$ cat src/rtl/pci_trk_pkg.sv
package pci_trk_pkg;

  typedef enum logic {
    TRK_IDLE = 1'b0,
    TRK_DATA = 1'b1
  } trk_state_e;

  // both ready lines low: the transfer is done
  function automatic logic fn_phase_done(input logic irdy_n, input logic trdy_n);
    return !irdy_n && !trdy_n;
  endfunction

  // the side that sources the data flags it
  function automatic logic fn_data_valid(input logic wr, input logic irdy_n,
                                         input logic trdy_n);
    return wr ? !irdy_n : !trdy_n;
  endfunction

  // leave the data state: final transfer done, or master let go of both
  function automatic logic fn_release(input logic frame_n, input logic irdy_n,
                                      input logic trdy_n);
    return frame_n && (irdy_n || fn_phase_done(irdy_n, trdy_n));
  endfunction

  // bit 0 of the command nibble picks write
  function automatic logic fn_cmd_write(input logic [3:0] cbe_n);
    return cbe_n[0];
  endfunction

endpackage

$ cat src/rtl/trk_fsm.sv
module trk_fsm
  import pci_trk_pkg::*;
(
  input  logic       clk,
  input  logic       rst_n,
  input  logic       frame_n,
  input  logic       irdy_n,
  input  logic       trdy_n,
  input  logic       stop_n,
  input  logic [3:0] cbe_n,
  output logic       bus_active,
  output logic       addr_phase,
  output logic       phase_done,
  output logic       wait_state,
  output logic       last_phase,
  output logic       data_valid,
  output logic       stop_req,
  output logic       is_write
);

  trk_state_e state_q, state_d;
  logic       wr_q;
  logic       release_bus;

  assign bus_active  = (state_q == TRK_DATA);
  assign addr_phase  = (state_q == TRK_IDLE) && !frame_n;
  assign phase_done  = bus_active && fn_phase_done(irdy_n, trdy_n);
  assign wait_state  = bus_active && !phase_done;
  assign last_phase  = phase_done && frame_n;
  assign data_valid  = bus_active && fn_data_valid(wr_q, irdy_n, trdy_n);
  assign stop_req    = bus_active && !stop_n;
  assign release_bus = bus_active && fn_release(frame_n, irdy_n, trdy_n);
  assign is_write    = wr_q;

  always_comb begin
    state_d = state_q;
    if (addr_phase)       state_d = TRK_DATA;
    else if (release_bus) state_d = TRK_IDLE;
  end

  always_ff @(posedge clk or negedge rst_n) begin
    if (!rst_n) begin
      state_q <= TRK_IDLE;
      wr_q    <= 1'b0;
    end else begin
      state_q <= state_d;
      if (addr_phase) wr_q <= fn_cmd_write(cbe_n);
    end
  end

  AST_IDLE_AFTER_LAST: assert property (@(posedge clk) disable iff (!rst_n)
    last_phase |=> !bus_active);
  AST_DIR_HELD: assert property (@(posedge clk) disable iff (!rst_n)
    (bus_active && $past(bus_active)) |-> $stable(is_write));
  AST_ENTER_AFTER_ADDR: assert property (@(posedge clk) disable iff (!rst_n)
    addr_phase |=> bus_active);
  AST_RELEASE_ON_IDLE_LINES: assert property (@(posedge clk) disable iff (!rst_n)
    (bus_active && frame_n && irdy_n) |=> !bus_active);

endmodule

$ cat src/rtl/trk_count.sv
module trk_count #(
  parameter int IDX_W = 8
) (
  input  logic             clk,
  input  logic             rst_n,
  input  logic             addr_phase,
  input  logic             phase_done,
  output logic [IDX_W-1:0] index
);

  logic [IDX_W-1:0] idx_q;
  localparam logic [IDX_W-1:0] ONE = {{(IDX_W-1){1'b0}}, 1'b1};

  assign index = idx_q;

  always_ff @(posedge clk or negedge rst_n) begin
    if (!rst_n)          idx_q <= '0;
    else if (addr_phase) idx_q <= '0;
    else if (phase_done) idx_q <= idx_q + ONE;
  end

  AST_INDEX_CLEARED: assert property (@(posedge clk) disable iff (!rst_n)
    addr_phase |=> (index == '0));
  AST_INDEX_STEP: assert property (@(posedge clk) disable iff (!rst_n)
    (phase_done && !addr_phase) |=> (index == $past(index) + ONE));

endmodule

$ cat src/rtl/trk_abort.sv
module trk_abort #(
  parameter int ABORT_CLKS = 5
) (
  input  logic clk,
  input  logic rst_n,
  input  logic addr_phase,
  input  logic bus_active,
  input  logic devsel_n,
  output logic claimed,
  output logic master_abort
);

  localparam int CNT_W = $clog2(ABORT_CLKS + 1);
  localparam logic [CNT_W-1:0] LIMIT_M1 = CNT_W'(ABORT_CLKS - 1);

  logic [CNT_W-1:0] cnt_q;
  logic             claim_q, abort_q;
  logic             watching;

  assign watching     = bus_active && !claim_q && !abort_q;
  assign claimed      = claim_q;
  assign master_abort = abort_q;

  always_ff @(posedge clk or negedge rst_n) begin
    if (!rst_n) begin
      cnt_q   <= '0;
      claim_q <= 1'b0;
      abort_q <= 1'b0;
    end else if (addr_phase) begin
      cnt_q   <= '0;
      claim_q <= 1'b0;
      abort_q <= 1'b0;
    end else if (watching) begin
      if (!devsel_n) begin
        claim_q <= 1'b1;
      end else begin
        cnt_q <= cnt_q + 1'b1;
        if (cnt_q == LIMIT_M1) abort_q <= 1'b1;
      end
    end
  end

  AST_ABORT_UNCLAIMED: assert property (@(posedge clk) disable iff (!rst_n)
    $rose(master_abort) |-> !claimed);
  AST_ABORT_FROM_DATA: assert property (@(posedge clk) disable iff (!rst_n)
    $rose(master_abort) |-> $past(bus_active));
  AST_CLAIM_NEEDS_SELECT: assert property (@(posedge clk) disable iff (!rst_n)
    $rose(claimed) |-> $past(!devsel_n && bus_active));

endmodule

$ cat src/rtl/pci_phase_tracker.sv
module pci_phase_tracker #(
  parameter int IDX_W      = 8,
  parameter int ABORT_CLKS = 5
) (
  input  logic             clk,
  input  logic             rst_n,
  input  logic             frame_n,
  input  logic             irdy_n,
  input  logic             trdy_n,
  input  logic             devsel_n,
  input  logic             stop_n,
  input  logic [3:0]       cbe_n,
  output logic             bus_active,
  output logic             addr_phase,
  output logic             data_valid,
  output logic             xfer_strobe,
  output logic             xfer_write,
  output logic [IDX_W-1:0] xfer_index,
  output logic             xfer_last,
  output logic             wait_state,
  output logic             stop_req,
  output logic             claimed,
  output logic             master_abort
);

  logic phase_done;

  trk_fsm u_fsm (
    .clk        (clk),
    .rst_n      (rst_n),
    .frame_n    (frame_n),
    .irdy_n     (irdy_n),
    .trdy_n     (trdy_n),
    .stop_n     (stop_n),
    .cbe_n      (cbe_n),
    .bus_active (bus_active),
    .addr_phase (addr_phase),
    .phase_done (phase_done),
    .wait_state (wait_state),
    .last_phase (xfer_last),
    .data_valid (data_valid),
    .stop_req   (stop_req),
    .is_write   (xfer_write)
  );

  trk_count #(.IDX_W(IDX_W)) u_count (
    .clk        (clk),
    .rst_n      (rst_n),
    .addr_phase (addr_phase),
    .phase_done (phase_done),
    .index      (xfer_index)
  );

  trk_abort #(.ABORT_CLKS(ABORT_CLKS)) u_abort (
    .clk          (clk),
    .rst_n        (rst_n),
    .addr_phase   (addr_phase),
    .bus_active   (bus_active),
    .devsel_n     (devsel_n),
    .claimed      (claimed),
    .master_abort (master_abort)
  );

  assign xfer_strobe = phase_done;

  AST_STROBE_NOT_WAIT: assert property (@(posedge clk) disable iff (!rst_n)
    !(xfer_strobe && wait_state));
  AST_QUIET_WHEN_IDLE: assert property (@(posedge clk) disable iff (!rst_n)
    !bus_active |-> !(xfer_strobe || wait_state || data_valid || stop_req));

endmodule

$ cat config.mk
export PLATFORM = sky130hd
export DESIGN_NAME = pci_phase_tracker
export DESIGN_NICKNAME = d
export VERILOG_FILES = /design/src/rtl/pci_trk_pkg.sv /design/src/rtl/trk_fsm.sv /design/src/rtl/trk_count.sv /design/src/rtl/trk_abort.sv /design/src/rtl/pci_phase_tracker.sv
export SDC_FILE = /design/constraint.sdc
export NUM_CORES = 1
export LEC_CHECK = 0
export ABC_AREA = 1
export BUFFER_PORTS_ARGS = -buffer_cell sky130_fd_sc_hd__buf_2
export CAP_MARGIN = 0
export CORE_MARGIN = 4
export CORE_UTILIZATION = 52
export DETAILED_ROUTE_END_ITERATION = 12
export PLACE_DENSITY = 0.83
export RECOVER_POWER = 25
export SYNTH_ARGS = -nofsm -noshare
export SYNTH_HDL_FRONTEND = slang
export SYNTH_SLANG_ARGS = --single-unit
$ cat constraint.sdc
create_clock -name clk -period 2.8 [get_ports clk]
set_input_delay 0.28 -clock clk [delete_from_list [all_inputs] [get_ports clk]]
set_output_delay 0.28 -clock clk [all_outputs]
set_load 0.03 [all_outputs]
---- Yosys cells after proc, flatten, opt, wreduce, memory -nomap -nowiden ----
Index checks and enable logic that the tools add are counted.
word-level totals
  output and inout bits ................... 18
  register bits ........................... 15
  word-level logic and storage cells ...... 53
  input bits .............................. 11
cells by class
  add/sub/neg operators ................... 2
  eq/ne operators ......................... 2
  mux-type cells .......................... 15
  bitwise operators ....................... 1
  reductions and logical operators ........ 27
operators with widths
  cell                                           number
  2-to-1 mux 8 bit                               2
  logical AND 1 bit                              11
  2-to-1 mux 1 bit                               10
  nonzero test 2 bit                             5
  2-to-1 mux 3 bit                               3
  adder 8 x 1 -> 8 bit, second input constant    1
  zero test 1 bit                                7
  AND reduction 2 bit                            2
  adder 3 x 1 -> 3 bit, second input constant    1
  == test 3 bit, second input constant           1
  AND reduction 3 bit                            1
  != test 2 x 1 -> 1 bit, second input constant  1
  logical OR 1 bit                               1
  NOT 1 bit                                      1

---- Depth between registers and ports, before layout ----
  word-level depth ........................ 7
  gate-level depth with buffers ........... 7
  mapped depth without buffers ............ 7

---- Hierarchy ----
A second synthesis with hierarchy kept.
second synthesis, totals
  cells, all modules ...................... 119
  area total of the unflattened synthesis .. 903.4 sq um
modules (own cells, without submodules)
  module     times used  sequential area each (sq um)  area an instance (sq um)  cells an instance
  trk_count  1           200.2                         473.0                     60
  trk_abort  1           125.1                         299.0                     38
  trk_fsm    1           50.0                          131.4                     21

---- Worst setup path before layout ----
No wires, ideal clock.
  path kind ............................... reg2out
  start ................................... reg u_fsm.state_q, in the netlist u_fsm.bus_active
  end ..................................... out data_valid
  path buffers ............................ 0
  data required time ...................... 2,520 ps
  arrival ................................. 1,538 ps
  stages on the path, launching flop included .. 3
  path slack .............................. 982 ps
  cell sequence ........................... dfrtp_1 inv_4 a211oi_1
on the way
  longest elaborated chain between the ends .. 1
ends and longest elaborated chain
  item                    RTL line                 RTL
  start, declared         trk_fsm.sv:21            trk_state_e state_q, state_d;
  start signal, assigned  trk_fsm.sv:46            state_q <= state_d;
  logical AND 1 bit       trk_fsm.sv:30            assign data_valid = bus_active && fn_data_valid(wr_q, irdy_n, trdy_n);
  end, declared           pci_phase_tracker.sv:15  output logic data_valid,
Every way passes these cells.

---- Worst setup path in the final report ----
Same ends and word-level chain as after synthesis.

==> impl_metrics.tcl <==
set metrics [dict create \
    drc 0 \
    finish.utilization_pct 67.3 \
    synthDistinctLibCells 19 \
    core-area_mm2 0.00152 \
    period_minus_slack_ps 1650 \
    hpwl_mm 1.36 \
    arrival_ps 1370 \
    cts_buffer_depth 2 \
    gp_congestion 0.847 \
    grt_pass1_vias 773 \
    htreeDepth 1 \
    drt.antenna.violating_nets 0 \
    finalNetCount 156 \
    synth_edf_count 0 \
    synth.avg_cell_area_um2 7.65 \
    cts_buffers 3 \
    io_buffers 25 \
    crit_slowest_cell "dfrtp_1" \
    clk-insertion-delay-late_ps 280 \
    power_density_mw_per_mm2 579 \
    power.total_mw 0.594 \
    drt_first_pass_iters 4 \
    cts_root_buf "clkbuf_4" \
    yosysMostFrequentCell "nand2_1" \
    crit_required_ps 2520 \
    cts_setup_buffers 0 \
    place_ws_ps 1450 \
    dpl_cell_area_um2 991 \
    wl_mm 1.78 \
    synth_top_area_cell "dfrtp_1" \
    wire_per_inst_um 11.3 \
    synth.area.top_cells "dfrtp_1, nand2_1, nand3_1" \
    final_layout_size_suffix_gt1_share_pct 23.4 \
    path_cells "inv_4, a211oi_1, buf_2" \
    critPathMaxStageDelay_ps 520 \
    via_count 804 \
    die_w_um 48.6 \
    fin_area_mm2 0.00103 \
    whs_ps 219 \
    antenna_found_initial 0 \
    viasPerCell 5.12 \
    area_delta_synth_final_pct 19.7 \
    grt.total_usage_pct 16.5 \
    path_class "reg2out" \
    worst_setup_path_start_kind "flip-flop" \
    hold_viol_final 0 \
    rows 14 \
    cts.sinks 15 \
    grt_max_degree 16 \
    endpoint_kind "primary output" \
    finalNonFillerCells 157 \
    fillers 146 \
    start_util_pct 56.2 \
    cts.repair.resized 0 \
    ios 29 \
    num_antenna_cells 0 \
    grt_pass1_wl_mm 3.25 \
    setup_viol 0 \
    min_period_over_period_pct 59.0 \
    worstMarginPinSlew_ps 808 \
    clkTransAtPathRegs_ps 90 \
    ys_async_sr_fraction_pct 100 \
    synth_ff_type "dfrtp_1" \
    synth_common_cells "nand2_1, dfrtp_1, nor2_1" \
    total_leakage_power_nw 0.593 \
    yosysSeqAreaShare_pct 43.8 \
    synth_area_um2 857 \
    setup_tns_ps 0 \
    syn_nets 126 \
    syn-instance-count 112 \
    die_area_mm2 0.00236 \
    maxCapViolCount 0 \
    grt_setup_unrepaired "false" \
    tritoncts "yes" \
    place_inst 152 \
    relSlewSlack_pct 46.1 \
    status "complete, no violations" \
    maxSlewViolCount 0 \
    synth_seq_cells 15 \
    timing.fmax_mhz 605 \
    yosysWarnings 0 \
    crit_fanout 6 \
    worst_slack_ps 1150 \
    die_y_um 48.6 \
    synth_top_cell_area_share_pct 43.8 \
    peakVddDrop_uv 378 \
    drtIter0Drc 12 \
    skew_ps 3.83 \
    hold_path.class "in2reg" \
    grt_overflow 0 \
]
==> logic make-up (layout without fill, tap and decap cells) <==
group | count (synthesis) | count (layout) | synth area share [%]
xor+xnor | 1 | 1 | 1.02
simple gates | 68 | 68 | 36.6
buf+inv | 17 | 46 | 8.61
fa+ha+maj | 3 | 3 | 4.38
compound gates | 8 | 8 | 5.55
flops | 15 | 15 | 43.8
==> routing by layer <==
metal,GRT usage [%],vias up,part of all wire (%)
li1,-,410,-
met1,19.8,372,42
met2,29.3,22,53
met3,3.37,0,4.8
met4,4.48,0,0
met5,0,-,0
==> cell type report <==
type	instances	area [µm²]	area share, %
sequential	15	375	36.6
multi-input combinational	80	408	39.8
timing repair buffer	26	134	13.0
inverter	16	62.6	6.10
tap	16	20.0	1.95
clock buffer	4	26.3	2.56
==> critical path: cells and delay by family (launching register included) <==
kind                   cells  cell delay (ps)
AOI/OAI and AO/OA          1              220
buffers and inverters      2              350
DFF                        1              520
==> layout by cell type (no fill, tap or decap) <==
master,netlist,routed
a211oi_1,2,2
nand3_1,13,13
inv_2,1,1
nor2_4,2,2
buf_2,0,24
nand2_1,34,34
nor2_8,1,1
nor2_1,15,15
nand4_1,2,2
o21ai_1,3,3
o21ai_0,1,1
a21oi_1,1,1
nand3_2,1,1
xnor2_1,1,1
clkbuf_1,0,2
ha_1,3,3
dfrtp_1,15,15
o31ai_1,1,1
inv_1,14,14
inv_4,1,1
dlygate4sd3_1,0,1
clkbuf_4,0,3
==> worst paths after layout <==
path                                         startpoint                            to  slack [ps]  depth (start not counted)
max in group asynchronous                         rst_n  u_count.index[4]$_DFFE_PN0P_        1700                          2
min in group asynchronous                         rst_n  u_fsm.bus_active$_DFFE_PN0P_         600                          2
setup reg to reg           u_fsm.bus_active$_DFFE_PN0P_  u_abort.cnt_q[0]$_DFFE_PN0P_        1530                          6
hold reg to reg            u_abort.cnt_q[1]$_DFFE_PN0P_  u_abort.cnt_q[1]$_DFFE_PN0P_         520                          2
setup / recovery           u_fsm.bus_active$_DFFE_PN0P_                    data_valid        1150                          3
hold / removal                                 cbe_n[0]    u_fsm.is_write$_DFFE_PN0N_         220                          3
==> repair_timing <==
action,in CTS,in global routing
hold buffers,1,0
endpoints found under the hold margin,15,0
endpoints found under the setup margin,0,0
==> where the power goes <==
group,switching [mW],internal (mW),total (mW)
Clock,0.0660,0.0552,0.121
Combinational,0.122,0.0658,0.188
Sequential,0.0341,0.251,0.285
==> registers in the layout, indices dropped and copies added (netlist names) <==
| signal | count |
|---|---|
| u_count.index | 8 |
| u_abort.cnt_q | 3 |
| u_abort.claimed | 1 |
| u_abort.master_abort | 1 |
| u_fsm.bus_active | 1 |
| u_fsm.is_write | 1 |
Power figures use the tool's default switching activity.
